==> config.mk <==
export PLATFORM = sky130hd
export DESIGN_NAME = fpm_dram_ctrl
export DESIGN_NICKNAME = d
export VERILOG_FILES = /design/src/rtl/fpm_pkg.sv /design/src/rtl/fpm_ref_timer.sv /design/src/rtl/fpm_ras_limit.sv /design/src/rtl/fpm_seq.sv /design/src/rtl/fpm_dram_ctrl.sv
export SDC_FILE = /design/constraint.sdc
export NUM_CORES = 1
export LEC_CHECK = 0
export BUFFER_PORTS_ARGS = -buffer_cell sky130_fd_sc_hd__buf_4
export CORE_ASPECT_RATIO = 0.9
export CORE_MARGIN = 5
export CORE_UTILIZATION = 30
export CTS_CLUSTER_SIZE = 24
export DETAILED_ROUTE_END_ITERATION = 16
export GPL_ROUTABILITY_DRIVEN = 0
export PLACE_DENSITY = 0.49
export SLEW_MARGIN = 0
export SYNTH_ARGS = -nofsm -noshare
export SYNTH_HDL_FRONTEND = slang
export SYNTH_HIERARCHICAL = 1
export SYNTH_SLANG_ARGS = --single-unit
==> constraint.sdc <==
create_clock -name clk -period 2.81 [get_ports clk]
set_input_delay 0.1405 -clock clk [delete_from_list [all_inputs] [get_ports clk]]
set_output_delay 0.1405 -clock clk [all_outputs]
set_load 0.05 [all_outputs]
==> src/rtl/fpm_pkg.sv <==
`timescale 1ns/1ps
package fpm_pkg;
  typedef enum logic [3:0] {
    S_IDLE, S_RADR, S_RCD, S_CADR, S_CAS, S_CP, S_OPEN, S_PRE, S_CBR_C, S_CBR_R
  } fpm_state_t;
endpackage

==> src/rtl/fpm_ref_timer.sv <==
`timescale 1ns/1ps
module fpm_ref_timer #(
  parameter int INTERVAL = 3900,
  localparam int CW = $clog2(INTERVAL)
) (
  input  logic clk,
  input  logic rst_n,
  input  logic ack,
  output logic pend
);
  logic [CW-1:0] cnt, cnt_nx;
  logic          tick, pend_nx;

  always_comb begin
    tick    = (cnt == '0);
    cnt_nx  = tick ? CW'(INTERVAL - 1) : cnt - 1'b1;
    pend_nx = tick | (pend & ~ack);
  end

  always_ff @(posedge clk or negedge rst_n) begin
    if (!rst_n) begin
      cnt  <= CW'(INTERVAL - 1);
      pend <= 1'b0;
    end else begin
      cnt  <= cnt_nx;
      pend <= pend_nx;
    end
  end

  // the sequencer acknowledges only a demand that exists
  a_r7_ack_only_pending: assert property (@(posedge clk) disable iff (!rst_n)
    ack |-> pend);
  // a demand is always served before the next one falls due
  a_r7_no_overrun: assert property (@(posedge clk) disable iff (!rst_n)
    tick |-> !pend);
endmodule

==> src/rtl/fpm_ras_limit.sv <==
`timescale 1ns/1ps
module fpm_ras_limit #(
  parameter int T_RAS_MAX = 2500,
  parameter int GUARD     = 8,
  localparam int LIMIT = T_RAS_MAX - GUARD - 1,
  localparam int CW    = $clog2(T_RAS_MAX + 1) + 1
) (
  input  logic clk,
  input  logic rst_n,
  input  logic ras_low,
  output logic expire
);
  logic [CW-1:0] cnt, cnt_nx;

  always_comb begin
    cnt_nx = ras_low ? cnt + 1'b1 : '0;
    expire = (cnt >= CW'(LIMIT));
  end

  always_ff @(posedge clk or negedge rst_n) begin
    if (!rst_n) cnt <= '0;
    else        cnt <= cnt_nx;
  end

  // the sequencer closes the row before the maximum low time
  a_r8_ras_max: assert property (@(posedge clk) disable iff (!rst_n)
    ras_low |-> (cnt < CW'(T_RAS_MAX)));
endmodule

==> src/rtl/fpm_seq.sv <==
`timescale 1ns/1ps
module fpm_seq
  import fpm_pkg::*;
#(
  parameter int ROW_W  = 13,
  parameter int COL_W  = 11,
  parameter int MA_W   = 13,
  parameter int DATA_W = 4,
  parameter int T_RCD  = 8,
  parameter int T_CAS  = 3,
  parameter int T_CP   = 3,
  parameter int T_RP   = 8,
  parameter int T_CBR  = 12,
  parameter int CNT_W  = 4
) (
  input  logic              clk,
  input  logic              rst_n,
  input  logic              req_valid,
  input  logic              req_write,
  input  logic [ROW_W-1:0]  req_row,
  input  logic [COL_W-1:0]  req_col,
  input  logic [DATA_W-1:0] req_wdata,
  output logic              req_ready,
  input  logic              ref_pend,
  output logic              ref_ack,
  input  logic              ras_expire,
  output logic              ras_low,
  output logic              ras_n,
  output logic              cas_n,
  output logic              we_n,
  output logic              oe_n,
  output logic [MA_W-1:0]   ma,
  output logic [DATA_W-1:0] dq_out,
  output logic              dq_oe,
  input  logic [DATA_W-1:0] dq_in,
  output logic              rd_valid,
  output logic [DATA_W-1:0] rd_data
);
  fpm_state_t        state, state_nx;
  logic [CNT_W-1:0]  cnt, cnt_nx;
  logic [ROW_W-1:0]  row_q;
  logic [COL_W-1:0]  col_q;
  logic [DATA_W-1:0] wd_q;
  logic              wr_q;
  logic              hit, accept, ld_row, ld_col, cap;
  logic [MA_W-1:0]   row_ext, col_ext;

  always_comb begin
    hit       = (req_row == row_q);
    req_ready = !ref_pend &&
                ((state == S_IDLE) || (state == S_OPEN && hit && !ras_expire));
    accept    = req_valid && req_ready;
    state_nx  = state;
    cnt_nx    = cnt;
    ld_row    = 1'b0;
    ld_col    = 1'b0;
    ref_ack   = 1'b0;
    cap       = 1'b0;
    case (state)
      S_IDLE: begin
        if (ref_pend) begin
          state_nx = S_CBR_C;
          ref_ack  = 1'b1;
        end else if (accept) begin
          state_nx = S_RADR;
          ld_row   = 1'b1;
          ld_col   = 1'b1;
        end
      end
      S_RADR: begin
        state_nx = S_RCD;
        cnt_nx   = CNT_W'(T_RCD - 1);
      end
      S_RCD:  if (cnt == '0) state_nx = S_CADR; else cnt_nx = cnt - 1'b1;
      S_CADR: begin
        state_nx = S_CAS;
        cnt_nx   = CNT_W'(T_CAS - 1);
      end
      S_CAS: begin
        if (cnt == '0) begin
          state_nx = S_CP;
          cnt_nx   = CNT_W'(T_CP - 1);
          cap      = !wr_q;
        end else cnt_nx = cnt - 1'b1;
      end
      S_CP:   if (cnt == '0) state_nx = S_OPEN; else cnt_nx = cnt - 1'b1;
      S_OPEN: begin
        if (accept) begin
          state_nx = S_CADR;
          ld_col   = 1'b1;
        end else if (ref_pend || ras_expire || req_valid) begin
          state_nx = S_PRE;
          cnt_nx   = CNT_W'(T_RP - 1);
        end
      end
      S_PRE:  if (cnt == '0) state_nx = S_IDLE; else cnt_nx = cnt - 1'b1;
      S_CBR_C: begin
        state_nx = S_CBR_R;
        cnt_nx   = CNT_W'(T_CBR - 1);
      end
      S_CBR_R: begin
        if (cnt == '0) begin
          state_nx = S_PRE;
          cnt_nx   = CNT_W'(T_RP - 1);
        end else cnt_nx = cnt - 1'b1;
      end
      default: state_nx = S_IDLE;
    endcase
  end

  always_ff @(posedge clk or negedge rst_n) begin
    if (!rst_n) begin
      state    <= S_IDLE;
      cnt      <= '0;
      rd_valid <= 1'b0;
    end else begin
      state    <= state_nx;
      cnt      <= cnt_nx;
      rd_valid <= cap;
    end
  end

  always_ff @(posedge clk or negedge rst_n) begin
    if (!rst_n) begin
      row_q   <= '0;
      col_q   <= '0;
      wd_q    <= '0;
      wr_q    <= 1'b0;
      rd_data <= '0;
    end else begin
      if (ld_row) row_q <= req_row;
      if (ld_col) begin
        col_q <= req_col;
        wd_q  <= req_wdata;
        wr_q  <= req_write;
      end
      if (cap) rd_data <= dq_in;
    end
  end

  always_comb begin
    row_ext = '0;
    row_ext[ROW_W-1:0] = row_q;
    col_ext = '0;
    col_ext[COL_W-1:0] = col_q;
    ras_low = (state inside {S_RCD, S_CADR, S_CAS, S_CP, S_OPEN});
    ras_n   = !(ras_low || state == S_CBR_R);
    cas_n   = !(state inside {S_CAS, S_CBR_C, S_CBR_R});
    we_n    = !(wr_q && (state inside {S_CADR, S_CAS}));
    dq_oe   = wr_q && (state inside {S_CADR, S_CAS});
    oe_n    = !(!wr_q && state == S_CAS);
    dq_out  = wd_q;
    if (state inside {S_RADR, S_RCD})      ma = row_ext;
    else if (state inside {S_CADR, S_CAS}) ma = col_ext;
    else                                   ma = '0;
  end

  // read data is returned right after an output-enabled column cycle
  a_r3_valid_after_cas: assert property (@(posedge clk) disable iff (!rst_n)
    rd_valid |-> $past(!cas_n && !oe_n));
  // once the row strobe rises it stays high for more than one cycle
  a_r6_precharge: assert property (@(posedge clk) disable iff (!rst_n)
    $rose(ras_n) |=> ras_n);
endmodule

==> src/rtl/fpm_dram_ctrl.sv <==
`timescale 1ns/1ps
module fpm_dram_ctrl #(
  parameter int ADDR_W       = 24,
  parameter int COL_W        = 11,
  parameter int DATA_W       = 4,
  parameter int T_RCD        = 8,
  parameter int T_CAS        = 3,
  parameter int T_CP         = 3,
  parameter int T_RP         = 8,
  parameter int T_CBR        = 12,
  parameter int T_RAS_MAX    = 2500,
  parameter int REF_INTERVAL = 3900,
  localparam int ROW_W = ADDR_W - COL_W,
  localparam int MA_W  = (ROW_W > COL_W) ? ROW_W : COL_W
) (
  input  logic              clk,
  input  logic              rst_n,
  input  logic              req_valid,
  output logic              req_ready,
  input  logic              req_write,
  input  logic [ADDR_W-1:0] req_addr,
  input  logic [DATA_W-1:0] req_wdata,
  output logic              rd_valid,
  output logic [DATA_W-1:0] rd_data,
  output logic              dram_ras_n,
  output logic              dram_cas_n,
  output logic              dram_we_n,
  output logic              dram_oe_n,
  output logic [MA_W-1:0]   dram_addr,
  output logic [DATA_W-1:0] dram_dq_out,
  output logic              dram_dq_oe,
  input  logic [DATA_W-1:0] dram_dq_in
);
  localparam int T_A   = (T_RCD > T_CAS) ? T_RCD : T_CAS;
  localparam int T_B   = (T_CP > T_RP) ? T_CP : T_RP;
  localparam int T_C   = (T_A > T_B) ? T_A : T_B;
  localparam int T_MAX = (T_C > T_CBR) ? T_C : T_CBR;
  localparam int CNT_W = $clog2(T_MAX + 1);
  localparam int GUARD = T_CAS + T_CP + 2;

  logic rst_m, rst_s;
  logic ref_pend, ref_ack, ras_low, ras_expire;

  always_ff @(posedge clk or negedge rst_n) begin
    if (!rst_n) begin
      rst_m <= 1'b0;
      rst_s <= 1'b0;
    end else begin
      rst_m <= 1'b1;
      rst_s <= rst_m;
    end
  end

  fpm_ref_timer #(.INTERVAL(REF_INTERVAL)) u_timer (
    .clk(clk), .rst_n(rst_s), .ack(ref_ack), .pend(ref_pend));

  fpm_ras_limit #(.T_RAS_MAX(T_RAS_MAX), .GUARD(GUARD)) u_limit (
    .clk(clk), .rst_n(rst_s), .ras_low(ras_low), .expire(ras_expire));

  fpm_seq #(
    .ROW_W(ROW_W), .COL_W(COL_W), .MA_W(MA_W), .DATA_W(DATA_W),
    .T_RCD(T_RCD), .T_CAS(T_CAS), .T_CP(T_CP), .T_RP(T_RP),
    .T_CBR(T_CBR), .CNT_W(CNT_W)
  ) u_seq (
    .clk(clk), .rst_n(rst_s),
    .req_valid(req_valid), .req_write(req_write),
    .req_row(req_addr[ADDR_W-1:COL_W]), .req_col(req_addr[COL_W-1:0]),
    .req_wdata(req_wdata), .req_ready(req_ready),
    .ref_pend(ref_pend), .ref_ack(ref_ack),
    .ras_expire(ras_expire), .ras_low(ras_low),
    .ras_n(dram_ras_n), .cas_n(dram_cas_n), .we_n(dram_we_n), .oe_n(dram_oe_n),
    .ma(dram_addr), .dq_out(dram_dq_out), .dq_oe(dram_dq_oe), .dq_in(dram_dq_in),
    .rd_valid(rd_valid), .rd_data(rd_data));

  // a refresh row-strobe fall with the column strobe low keeps write enable high
  a_r7_cbr_we_high: assert property (@(posedge clk) disable iff (!rst_s)
    ($fell(dram_ras_n) && !dram_cas_n) |-> dram_we_n);
  // during a write the output enable is off and data is driven
  a_r4_write_oe_off: assert property (@(posedge clk) disable iff (!rst_s)
    !dram_we_n |-> (dram_oe_n && dram_dq_oe));
  // no request is taken while a column cycle is running
  a_r10_ready_idle_cas: assert property (@(posedge clk) disable iff (!rst_s)
    req_ready |-> dram_cas_n);
endmodule

# [Word level (Yosys, flattened, before mapping)]
# Cells that the tools add are included.
[word_totals] ff_bits=70 inputBits=36
[op_classes] add_sub_neg=3 n_lt_le_gt_ge=1 n_eq_ne=20 mux=27 n_bitwise=3 n_reduce_logical=28
[ops] cell="$mux W4" count=13
[ops] cell="$pmux W4 S10" count=1
[ops] cell="$pmux W4 S7" count=1
[ops] cell="$mux W13" count=2
[ops] cell="$eq A4 B3 Y1 const B" count=4
[ops] cell="$add A13 B1 Y13 const B" count=1
[ops] cell="$eq A13 B13 Y1" count=1
[ops] cell="$ge A13 B12 Y1 const B" count=1
[ops] cell="$logic_not A12 Y1" count=1
[ops] cell="$mux W12" count=1
[ops] cell="$sub A12 B1 Y12 const B" count=1
[ops] cell="$mux W11" count=1
[ops] cell="$ne A2 B1 Y1 const B" count=5
[ops] cell="$eq A4 B2 Y1 const B" count=2
[ops] cell="$eq A4 B4 Y1 const B" count=2
[ops] cell="$logic_not A4 Y1" count=2
[ops] cell="$logic_not A1 Y1" count=7
[ops] cell="$mux W1" count=7
[ops] cell="$reduce_and A7 Y1" count=1
[ops] cell="$reduce_bool A7 Y1" count=1
[ops] cell="$logic_and A1 B1 Y1" count=6
[ops] cell="$ne A2 B2 Y1 const B" count=3
[ops] cell="$reduce_bool A5 Y1" count=1
[ops] cell="$eq A4 B1 Y1 const B" count=1
[ops] cell="other kinds (12)" count=16

# [Logic depth before layout (Yosys ltp)]
# Gate-level depths: netlist of the first run.
[depth] depth_word=9 ltp_mapped=10 depth_no_buf=9

# [By module]
# The synthesis of the first run kept the hierarchy.
[by_module_without_submodules] mod="fpm_seq" instances=1 cells_per_inst=218 area_each_um2=2447.3
[by_module_without_submodules] mod="fpm_ref_timer" instances=1 cells_per_inst=65 area_each_um2=678.2
[by_module_without_submodules] mod="fpm_ras_limit" instances=1 cells_per_inst=68 area_each_um2=663.1
[by_module_without_submodules] mod="fpm_dram_ctrl" instances=1 cells_per_inst=3 area_each_um2=53.8

# [Worst setup path after synthesis of the first run]
# Ideal clock, no wire load.
[synth_timing] path_type="register -> register" startpoint="register u_limit.cnt[0]" endpoint="register u_seq.col_q[0]" setup_ns=0.125 arrival_ns=2.497 required_time_ns=2.685 slack_ns=0.188 stages_incl_launch_ff=11 n_path_buf=1 period_less_slack_ns=2.622 cell_sequence="dfrtp_1 ha_1 a211oi_1 o21ai_0 a31o_2 nor3b_2 nand4_2 nor4_2 o21ai_2 buf_6 mux2_4"
[synth_via] elab_chain_len=9
[synth_lines] item="start, declared" line_no="fpm_ras_limit.sv:13" text="logic [CW-1:0] cnt, cnt_nx;"
[synth_lines] item="start signal, assigned" line_no="fpm_ras_limit.sv:22" text="else cnt <= cnt_nx;"
[synth_lines] item="$ge A13 B12 Y1 *" line_no="fpm_ras_limit.sv:17" text="expire = (cnt >= CW'(LIMIT));"
[synth_lines] item="via ras_expire" line_no="fpm_dram_ctrl.sv:42" text="logic ref_pend, ref_ack, ras_low, ras_expire;"
[synth_lines] item="$logic_not A1 Y1 *" line_no="fpm_seq.sv:51" text="((state == S_IDLE) || (state == S_OPEN && hit && !ras_expire));"
[synth_lines] item="$logic_and A1 B1 Y1 *" line_no="fpm_seq.sv:51"
[synth_lines] item="$logic_or A1 B1 Y1 *" line_no="fpm_seq.sv:51"
[synth_lines] item="$logic_and A1 B1 Y1 *" line_no="fpm_seq.sv:50" text="req_ready = !ref_pend &&"
[synth_lines] item="$logic_and A1 B1 Y1 *" line_no="fpm_seq.sv:52" text="accept = req_valid && req_ready;"
[synth_lines] item="$mux W1 *" line_no="fpm_seq.sv:64, fpm_seq.sv:88"
[synth_lines] item="$mux W1" line_no="fpm_seq.sv:61" text="if (ref_pend) begin"
[synth_lines] item="$pmux W1 S2 *" line_no="fpm_seq.sv:59" text="case (state)"
[synth_lines] item="end signal, assigned" line_no="fpm_seq.sv:133" text="col_q <= req_col;"
[synth_lines] item="end, declared" line_no="fpm_seq.sv:42" text="logic [COL_W-1:0] col_q;"
# The timed path passes the listed nets; every way through them passes the cells marked *.
# A chain may end at the register's enable or synchronous reset.

# [Worst setup path after layout of the first run]
[layout_timing] startpoint="register u_limit.cnt[1]" endpoint="output req_ready"
[layout_via] elab_chain_len=5
[layout_lines] item="$ge A13 B12 Y1" line_no="fpm_ras_limit.sv:17"
[layout_lines] item="via ras_expire" line_no="fpm_dram_ctrl.sv:42"
[layout_lines] item="$logic_not A1 Y1" line_no="fpm_seq.sv:51"
[layout_lines] item="$logic_and A1 B1 Y1" line_no="fpm_seq.sv:51"
[layout_lines] item="$logic_or A1 B1 Y1" line_no="fpm_seq.sv:51"
[layout_lines] item="$logic_and A1 B1 Y1" line_no="fpm_seq.sv:50"
[layout_lines] item="end, declared" line_no="fpm_dram_ctrl.sv:19" text="output logic req_ready,"
# The timed path passes the listed nets, and every way through them passes these cells.

==> flow_summary.yaml, run 1 <==
clock_tree:
  cts_buffer_depth: 2
  clkTransAtPathRegs_ns: 0.06
  cts_tree: "yes"
  clock_sinks: 70
  clkLatencyLatePin_ns: 0.33
  cts_made_buffers: 9
  cts-root-buf: "clkbuf_16"
  htree_levels: 3
yosys:
  synthesis.area_um2: 3840
  synth_edf_count: 0
  synth_cell_types: 71
  synth_nets: 394
  yosysWarnings: 6
  async_flop_share_pct: 100
  syn_inst: 354
  netlist_top_cells_count: "dfrtp_1, mux2_2, nand2_1"
  yosysMostFrequentCell: "dfrtp_1"
  synth_area_leader_cell: "dfrtp_1"
  synth-seq-area-share_pct: 45.9
  ys.flop_type: "dfrtp_1"
  synth_area_leaders: "dfrtp_1, mux2_2, dfstp_2"
  synth_top_area_share_pct: 39.7
  ys_ff_latch: 70
  avgSynthCellArea_um2: 10.9
setup_path:
  cp-startpoint: "u_limit/cnt[1]"
  cp_max_fo: 3
  r2r_end: "u_seq/cnt[2]"
  critPathCapture: "req_ready"
  cp-end-kind: "output pin"
  r2r-start: "u_limit/cnt[1]"
  cp.arrival_ns: 2.43
  crit_path_start_kind: "flop"
  rrSetupSlack_ns: 0.25
  required_ns: 2.67
  worstRegToRegCells: 10
  crit_type: "reg -> out"
die:
  fp.dieW_um: 129
  chipHeight_um: 117
  die-area_um2: 15200
  coreArea_um2: 12600
  rows: 39
  pin_count: 64
  initial_core_util_pct: 30.4
grt:
  antenna_found_initial: 0
  grt_max_degree: 36
  grt_pass1_wl_um: 15300
  grt_pass1_vias: 3050
  grt_overflow: 0
  grt_usage_pct: 12.5
cells_and_area:
  drive_above_1_share_pct: 37.3
  areaGrowthSynthToFinish_pct: 28.9
  nets: 467
  antenna_cells: 0
  finalInstanceArea_um2: 4950
timing:
  final.setup_skew_ns: 0.00610
  final_max_slew_viol_count: 0
  slew_headroom_pct: 46.8
  timing.final.setup_violations: 0
  fin_ws_ns: 0.238
  fmax_ghz: 0.389
  timing.final.crit_share_pct: 91.5
  final-hold-violation-count: 0
  post-route-min-period_ns: 2.57
  tightest_slew_ns: 0.798
power_and_ir_drop:
  vdd_drop_max_mv: 0.357
  p_per_area_nw_per_um2: 576
  total_power_mw: 2.85
  p_leak_nw: 2.15
routing:
  via_per_inst: 4.98
  wl_per_cell_um: 15.2
  route.antenna.remaining_nets: 0
  dr.pass1.iters: 4
  drt_iter0_markers: 144
  drt-total-wl_um: 9060
  drc_errors: 0
  num_vias: 2966
placed_design:
  hpwlAfterDp_um: 6500
  post-place-ws_ns: 0.137
  port_buffers: 63
  placed_cell_area_um2: 4560
min_path:
  min_path_type: "in -> reg"
run:
  drv_cap: 0
status:
  outcome: "complete, no violations"
## what timing repair did
action | in CTS | in global routing
hold buffers | 1 | 0
buffers inserted | 0 | 1
endpoints found under the setup margin | 1 | 19
pin swaps | 0 | 3
gates resized for setup | 2 | 1
gates cloned | 0 | 0
endpoints found under the hold margin | 2 | 0
## worst max-delay path, cell delays in order (launching register included)
cell      delay, ns
dfrtp_1        0.41
ha_1           0.20
a211oi_1       0.20
o21ai_0        0.10
a31o_2         0.26
nor3b_4        0.23
nand4_2        0.17
nor4_4         0.20
or2_2          0.17
buf_6          0.15
## layout by cell type, fill, tap and decap left out, types with 3 or more instances in the layout
| cell | n |
|---|---|
| a31o_2 | 3 |
| xnor2_1 | 18 |
| a22o_1 | 11 |
| o31ai_1 | 7 |
| nor3_1 | 9 |
| o21ai_2 | 3 |
| dfrtp_1 | 60 |
| ha_1 | 4 |
| nor4_1 | 7 |
| or3_1 | 5 |
| nor2_1 | 14 |
| a21oi_1 | 14 |
| buf_4 | 76 |
| dfstp_2 | 9 |
| xor2_1 | 4 |
| or4_1 | 4 |
| mux2_4 | 10 |
| mux2_2 | 25 |
| nand4_1 | 4 |
| bufinv_16 | 3 |
| inv_1 | 14 |
| and2_1 | 5 |
| nand3_1 | 8 |
| clkbuf_16 | 9 |
| o21ai_0 | 18 |
| nand2_1 | 21 |
| mux2i_1 | 3 |
| nor3b_1 | 4 |
| nand2b_1 | 3 |
## state kept, by name (all words and copies together), names as in the netlist
signal,cells
u_limit/cnt,13
u_seq/row_ext,13
u_timer/cnt,12
u_seq/col_q,11
u_seq/cnt,4
u_seq/dq_out,4
u_seq/rd_data,4
u_seq/state,4
rst_m,1
rst_s,1
u_seq/rd_valid,1
u_seq/wr_q,1
u_timer/pend,1
## cell type report
| class | instances | area, µm² |
|---|---|---|
| multi-input cells | 251 | 1940 |
| clock buffers | 10 | 239 |
| well taps | 164 | 205 |
| fillers | 1248 | 7680 |
| repair buffers | 80 | 632 |
| flip-flops and latches | 70 | 1760 |
| clock inverters | 6 | 116 |
| inverters | 15 | 56.3 |
## worst min path at each step
stage | startpoint | end | slack [ns] | depth (start not counted)
floorplan | rst_n | rst_m | -0.16 | 0
global placement | rst_n | rst_m | -0.08 | 1
detailed placement | rst_n | rst_m | -0.07 | 1
CTS | req_wdata[1] | u_seq/dq_out[1] | 0.02 | 2
global route | req_wdata[2] | u_seq/dq_out[2] | 0.02 | 2
finish | req_addr[5] | u_seq/col_q[5] | 0.03 | 2
## power by group
part           internal [mW]  switching [mW]  leakage, nW  total [mW]
Combinational          0.186           0.228         1.10       0.415
Clock                  0.899           0.444        0.174        1.34
Sequential              1.05          0.0436        0.879        1.10
## routing by layer
metal	global-route usage [%]	vias to the layer above	wire length, µm
met5	0	-	0
met4	4.72	0	143
met3	4.27	13	562
met2	17.3	77	3810
met1	17.9	1425	4540
li1	-	1451	-
## metrics by stage
stage	cells	TNS (ns)	util [%]	hold slack, ns
after floorplan	354	0	-	-0.155
after global placement	578	0	36.1	-0.0773
after detailed placement	578	0	36.1	-0.0749
after CTS	595	0	39.1	0.0170
after global routing	596	-0.00198	39.2	0.0199
final	596	0	39.2	0.0349
## logic make-up (layout without fill, tap and decap cells)
group / Yosys count / in the layout / share of synthesized area, %
flip-flops: 70 / 70 / 45.9
other: 1 / 1 / 0.0976
AO/OA/AOI/OAI: 78 / 78 / 14.4
AND/OR/NAND/NOR: 108 / 108 / 17.4
XOR/XNOR: 22 / 22 / 5.01
adder cells (fa/ha/maj): 4 / 4 / 1.30
multiplexers: 38 / 38 / 12.0
buffers and inverters: 33 / 111 / 3.97
Power figures use the tool's default switching activity.
==> inputs of run 2 (changes only) <==
--- a/config.mk
+++ b/config.mk
@@ -8,11 +8,12 @@
 export BUFFER_PORTS_ARGS = -buffer_cell sky130_fd_sc_hd__buf_4
 export CORE_ASPECT_RATIO = 0.9
 export CORE_MARGIN = 5
-export CORE_UTILIZATION = 30
+export CORE_UTILIZATION = 40
+export CTS_BUF_LIST = sky130_fd_sc_hd__clkbuf_2 sky130_fd_sc_hd__clkbuf_4 sky130_fd_sc_hd__clkbuf_8
 export CTS_CLUSTER_SIZE = 24
 export DETAILED_ROUTE_END_ITERATION = 16
 export GPL_ROUTABILITY_DRIVEN = 0
-export PLACE_DENSITY = 0.49
+export PLACE_DENSITY = 0.61
 export SLEW_MARGIN = 0
 export SYNTH_ARGS = -nofsm -noshare
 export SYNTH_HDL_FRONTEND = slang
==> run 2 against run 1 <==
Effect of this change:
- cell area is 3.5% lower
- die area is 23% lower
- register-to-register slack hardly changed
- critical path type unchanged
==> flow_summary.yaml, run 2 (synthesis results as in run 1) <==
status:
  outcome: "complete, no violations"
die:
  fp.dieW_um: 113
  rows: 34
  die-area_um2: 11700
  pin_count: 64
  initial_core_util_pct: 40.3
  coreArea_um2: 9530
  chipHeight_um: 103
cells_and_area:
  fill_cells: 900
  finalInstanceArea_um2: 4780
  nets: 469
  final_common_cell: "buf_4"
  drive_above_1_share_pct: 37.9
  antenna_cells: 0
  areaGrowthSynthToFinish_pct: 24.5
  layout_common_cells: "buf_4, dfrtp_1, mux2_2, nand2_1, xnor2_1"
setup_path:
  cp-end-kind: "output pin"
  crit_buf_inv: 2
  required_ns: 2.67
  cp.arrival_ns: 2.52
  crit_path_start_kind: "flop"
  cp_cell_sequence: "buf_4 -> a211oi_2 -> o21ai_1 -> a31o_2 -> nor3b_4 -> nand4_4 -> nor4_4 -> or2_4 -> buf_8"
  cp_max_fo: 3
  crit_type: "reg -> out"
  path_delay_family: "simple AND/OR/NAND/NOR gates"
  cpPeakStageDelay_ns: 0.40
  slowest_stage: "dfrtp_1"
clock_tree:
  cts_tree: "yes"
  cts-root-buf: "clkbuf_8"
  cts_made_buffers: 9
  htree_levels: 3
  clkTransAtPathRegs_ns: 0.08
  clkLatencyLatePin_ns: 0.34
  cts_buffer_depth: 2
  clock_sinks: 70
power_and_ir_drop:
  power_frac_clock_pct: 34.3
  p_int_mw: 1.66
  vdd_drop_max_mv: 0.367
  p_sw_uw: 635
  p_sw_share_pct: 27.7
  comb_power_share_pct: 18.1
  p_leak_nw: 2.10
  p_per_area_nw_per_um2: 480
  sequentialPowerShare_pct: 47.6
  total_power_mw: 2.30
placed_design:
  placed_cell_area_um2: 4500
  port_buffers: 63
  hpwlAfterDp_um: 6240
routing:
  drc_errors: 0
  drt-total-wl_um: 8500
  num_vias: 2950
  via_per_inst: 5.28
  route.antenna.remaining_nets: 0
  drt_iter0_markers: 79
  wl_per_cell_um: 15.2
  dr.pass1.iters: 4
timing:
  final_max_slew_viol_count: 0
  tightest_slew_ns: 0.702
  timing.final.crit_share_pct: 94.8
  final-hold-violation-count: 0
  post-route-min-period_ns: 2.66
  slew_headroom_pct: 53.2
  timing.final.setup_violations: 0
  finalSetupTns_ns: 0
  fmax_ghz: 0.375
  rsz0062_at_grt: "true"
  final.setup_skew_ns: 0.00762
run:
  drv_cap: 0
grt:
  grt_pass1_vias: 2988
  grt_pass1_wl_um: 14600
  grt_overflow: 0
  antenna_found_initial: 0
  grt_max_degree: 34
  grt_usage_pct: 15.5
min_path:
  min_path_type: "in -> reg"
-- run 2: changes by cell type in the layout (fill, tap and decap cells not counted), moves of 2 or more --
cell,delta
clkbuf_4,+2
bufinv_16,-2
inv_6,-2
clkbuf_16,-9
clkbuf_8,+8
buf_4,+2
clkinv_2,+2
-- run 2: metal layers --
| metal | track usage (%) | vias up | routed length (µm) |
|---|---|---|---|
| li1 | - | 1447 | - |
| met1 | 20.9 | 1442 | 4100 |
| met2 | 23.9 | 54 | 3810 |
| met3 | 5.40 | 7 | 510 |
| met4 | 4.16 | 0 | 78 |
| met5 | 0 | - | 0 |
-- run 2: worst reg2reg max path, cell delays in order, from the launching register on --
cell and delay (ns):
dfrtp_1 0.40, buf_4 0.15, a211oi_2 0.22, o21ai_1 0.09, a31o_2 0.25, nor3b_4 0.26, nand4_4 0.16, nor4_4 0.34
o21ai_2 0.10, buf_12 0.16, mux2_4 0.31
-- run 2: power groups by stage --
stage | clock network (mW) | logic [mW] | registers [mW]
floorplan | 0 | 0.248 | 1.13
global placement | 0 | 0.406 | 1.11
detailed placement | 0 | 0.409 | 1.11
CTS | 0.817 | 0.414 | 1.09
global route | 0.862 | 0.448 | 1.10
finish | 0.787 | 0.415 | 1.09
-- run 2: path summary, 6_finish.rpt --
kind                                startpoint          endpoint  slack [ns]  cells after the start
worst max-delay path            u_limit/cnt[0]         req_ready        0.15                      9
worst min-delay path               req_addr[6]    u_seq/col_q[6]        0.02                      2
worst max register to register  u_limit/cnt[0]   u_seq/dq_out[3]        0.25                     10
worst min register to register           rst_s  u_seq/row_ext[2]        0.32                      0
max in group asynchronous                rst_s    u_timer/cnt[0]        1.72                      1
min in group asynchronous                rst_n             rst_s        0.12                      2
-- run 2: cell type report --
| cell class | instances | area (µm²) | area share (%) |
|---|---|---|---|
| Clock buffer | 11 | 139 | 2.90 |
| Clock inverter | 4 | 48.8 | 1.02 |
| Inverter | 15 | 56.3 | 1.18 |
| Multi-Input combinational cell | 251 | 1980 | 41.3 |
| Sequential cell | 70 | 1760 | 36.9 |
| Tap cell | 126 | 158 | 3.30 |
| Timing Repair Buffer | 82 | 641 | 13.4 |
-- run 2: repair_timing --
action                     in CTS  in global routing
hold endpoints to repair        2                  1
pin swaps                       1                  5
hold buffers                    1                  1
setup endpoints to repair       1                  6
buffers inserted                0                  3
resized for setup               3                  8
-- run 2: per-stage QoR --
stage	instances	util, %	hold slack (ns)	setup slack, ns
2_1_floorplan	354	-	-0.155	0.188
3_3_place_gp	539	47.2	-0.0770	0.149
3_5_place_dp	539	47.2	-0.0768	0.0772
4_1_cts	555	49.4	0.00275	0.0500
5_1_grt	559	50.2	0.000881	-0.0205
6_report	559	50.2	0.0238	0.146
==> inputs of run 3 (changes only) <==
--- a/config.mk
+++ b/config.mk
@@ -17,5 +17,4 @@
 export SLEW_MARGIN = 0
 export SYNTH_ARGS = -nofsm -noshare
 export SYNTH_HDL_FRONTEND = slang
-export SYNTH_HIERARCHICAL = 1
 export SYNTH_SLANG_ARGS = --single-unit
==> run 3 against run 2 <==
Effect of this change:
- setup slack better by 0.31 ns
- combinational power grew to 5.9 times the previous value
- cell area is 4.4% lower
- final cell count is 1.4% lower
- register-to-register slack better by 0.21 ns
- sequential cell count stayed put
- die area is 4.1% lower
- core utilization is 0.36 points higher
- critical path type unchanged
- largest cell class unchanged
==> flow_summary.yaml, run 3 <==
status:
  outcome: "complete, no violations"
yosys:
  ys.flop_type: "dfrtp_1"
  synthXorXnorAreaFrac_pct: 8.12
  syn_inst: 347
  synth_cell_types: 58
  synthesis.area_um2: 3670
  avgSynthCellArea_um2: 10.6
  synth_compound_area_share_pct: 11.2
  synth_area_leaders: "dfrtp_1, mux2_2, dfstp_2"
  netlist_top_cells_count: "dfrtp_1, mux2_2, nor2_1"
  synth_nets: 387
  synth_edf_count: 0
  synth_top_family_by_area: "simple AND/OR/NAND/NOR gates"
  synth_fa_ha_area_share_pct: 1.36
  synthSimpleGateAreaFrac_pct: 16.9
  muxShareOfSynthArea_pct: 11.0
  synth_top_area_share_pct: 41.6
  ys_ff_latch: 70
  yosysWarnings: 0
  yosysMostFrequentCell: "dfrtp_1"
  async_flop_share_pct: 100
  synth_area_leader_cell: "dfrtp_1"
  synth-seq-area-share_pct: 48.1
setup_path:
  crit_cells: 7
  crit_type: "reg -> out"
  path_delay_family: "simple AND/OR/NAND/NOR gates"
  cp_cell_sequence: "ha_1 -> a211oi_1 -> nor4b_1 -> a21o_1 -> nor3_4 -> or2_2 -> buf_4"
  cp_max_fo: 4
  r2r_end: "u_seq.row_ext[9]"
  cpPeakStageDelay_ns: 0.38
  crit_buf_inv: 1
  required_ns: 2.67
  worstRegToRegCells: 4
  rrSetupSlack_ns: 0.46
  slowest_stage: "dfrtp_1"
  crit_path_start_kind: "flop"
  cp-end-kind: "output pin"
  cp.arrival_ns: 2.21
  r2r-start: "u_seq.state[3]"
grt:
  grt_usage_pct: 15.3
  grt_overflow: 0
  antenna_found_initial: 0
  grt_pass1_vias: 2776
  grt_max_degree: 39
  grt_pass1_wl_um: 13800
cells_and_area:
  nets: 464
  register_area_um2: 1760
  areaGrowthSynthToFinish_pct: 24.6
  final_util_pct: 50.5
  drive_above_1_share_pct: 33.6
  layout_common_cells: "buf_4, dfrtp_1, mux2_2, nor2_1, nand2_1"
  multi_input_area_um2: 1790
  finalInstanceArea_um2: 4570
  final_common_cell: "buf_4"
  antenna_cells: 0
  fill_cells: 854
die:
  rows: 33
  initial_core_util_pct: 40.6
  chipHeight_um: 101
  fp.dieW_um: 111
  coreArea_um2: 9040
  pin_count: 64
  die-area_um2: 11200
placed_design:
  hpwlAfterDp_um: 5910
  placed_cell_area_um2: 4300
  port_buffers: 63
timing:
  post-route-min-period_ns: 2.35
  fmax_ghz: 0.425
  rsz0062_at_grt: "false"
  finalSetupTns_ns: 0
  final-hold-violation-count: 0
  final_max_slew_viol_count: 0
  final.setup_skew_ns: 0.0127
  timing.final.setup_violations: 0
  slew_headroom_pct: 62.2
  tightest_slew_ns: 0.559
  timing.final.crit_share_pct: 83.7
clock_tree:
  cts_buffer_depth: 2
  htree_levels: 3
  post_cts_buffers: 0
  cts_tree: "yes"
  clkTransAtPathRegs_ns: 0.09
  cts_made_buffers: 9
  clkLatencyLatePin_ns: 0.35
  clock_sinks: 70
  cts-root-buf: "clkbuf_8"
routing:
  drt-total-wl_um: 8020
  route.antenna.remaining_nets: 0
  via_per_inst: 5.05
  wl_per_cell_um: 14.5
  dr.pass1.iters: 4
  num_vias: 2783
  drc_errors: 0
  drt_iter0_markers: 88
run:
  drv_cap: 0
power_and_ir_drop:
  vdd_drop_max_mv: 0.525
  p_leak_nw: 2.05
  p_per_area_nw_per_um2: 1050
min_path:
  min_path_type: "in -> reg"
  hold_depth: 2
  min_from: "req_wdata[3]"
  hold_path_end: "u_seq.dq_out[3]"
## run 3: cell count changes in the layout (fill, tap and decap cells not counted), moves of 7 or more
cell | before | now
nor2_1 | 14 | 31
a21oi_1 | 14 | 7
xor2_1 | 4 | 19
nand2_1 | 21 | 28
mux2_2 | 25 | 32
mux2_4 | 10 | 0
## run 3: final cells by class
class,instances,share of cell area (%)
flip-flops and latches,70,38.6
multi-input cells,250,39.1
clock buffers,10,3.01
clock inverters,6,1.15
well taps,122,3.34
repair buffers,82,13.9
inverters,11,0.903
## run 3: metal layers
layer / global-route usage, % / up-vias / routed length [µm]
met4: 4.45 / 0 / 68
met1: 19.6 / 1341 / 3620
met5: 0 / - / 0
met2: 24.4 / 61 / 3780
met3: 5.76 / 6 / 551
li1: - / 1375 / -
## run 3: cells by family after synthesis
| kind of cell | after synthesis |
|---|---|
| AND/OR/NAND/NOR | 115 |
| AO/OA/AOI/OAI | 60 |
| adder cells (fa/ha/maj) | 4 |
| flip-flops | 70 |
| XOR/XNOR | 34 |
| other | 1 |
| buffers and inverters | 27 |
| multiplexers | 36 |
## run 3: worst max path at each step
stage                   startpoint           endpoint
global placement    u_seq.state[0]   u_seq.row_ext[6]
floorplan           u_seq.state[2]         dram_ras_n
finish              u_limit.cnt[0]          req_ready
detailed placement  u_seq.state[0]  u_seq.row_ext[11]
CTS                 u_limit.cnt[0]          req_ready
global route        u_seq.state[1]       dram_addr[0]
## run 3: stage by stage
stage / hold WS, ns / total power, mW / setup WS (ns) / std cells
6_report: 0.0200 / 4.78 / 0.458 / 551
5_1_grt: 0.000507 / 5.11 / 0.283 / 551
4_1_cts: 0.00363 / 4.84 / 0.430 / 545
3_5_place_dp: -0.0742 / 4.04 / 0.469 / 527
3_3_place_gp: -0.0759 / 4.00 / 0.535 / 527
2_1_floorplan: -0.155 / 3.32 / 0.518 / 347
## run 3: repair_timing
action / 4_1_cts / 5_1_grt
endpoints found under the hold margin: 3 / 6
gates resized for setup: 0 / 0
hold buffers: 2 / 6
setup endpoints to repair: 0 / 0
## run 3: worst register-to-register path, stage by stage, from the launching register on
cell and delay (ns):
dfrtp_1 0.54, or4_1 0.58, nor2_1 0.28, nand2_1 0.41
mux2_2 0.41
## run 3: power by group
part / leakage [nW] / switching (mW) / total, mW / internal [mW]
sequential: 0.863 / 0.260 / 1.56 / 1.30
clock: 0.0918 / 0.422 / 0.782 / 0.360
combinational: 1.10 / 1.48 / 2.45 / 0.967
total: 2.05 / 2.16 / 4.78 / 2.62
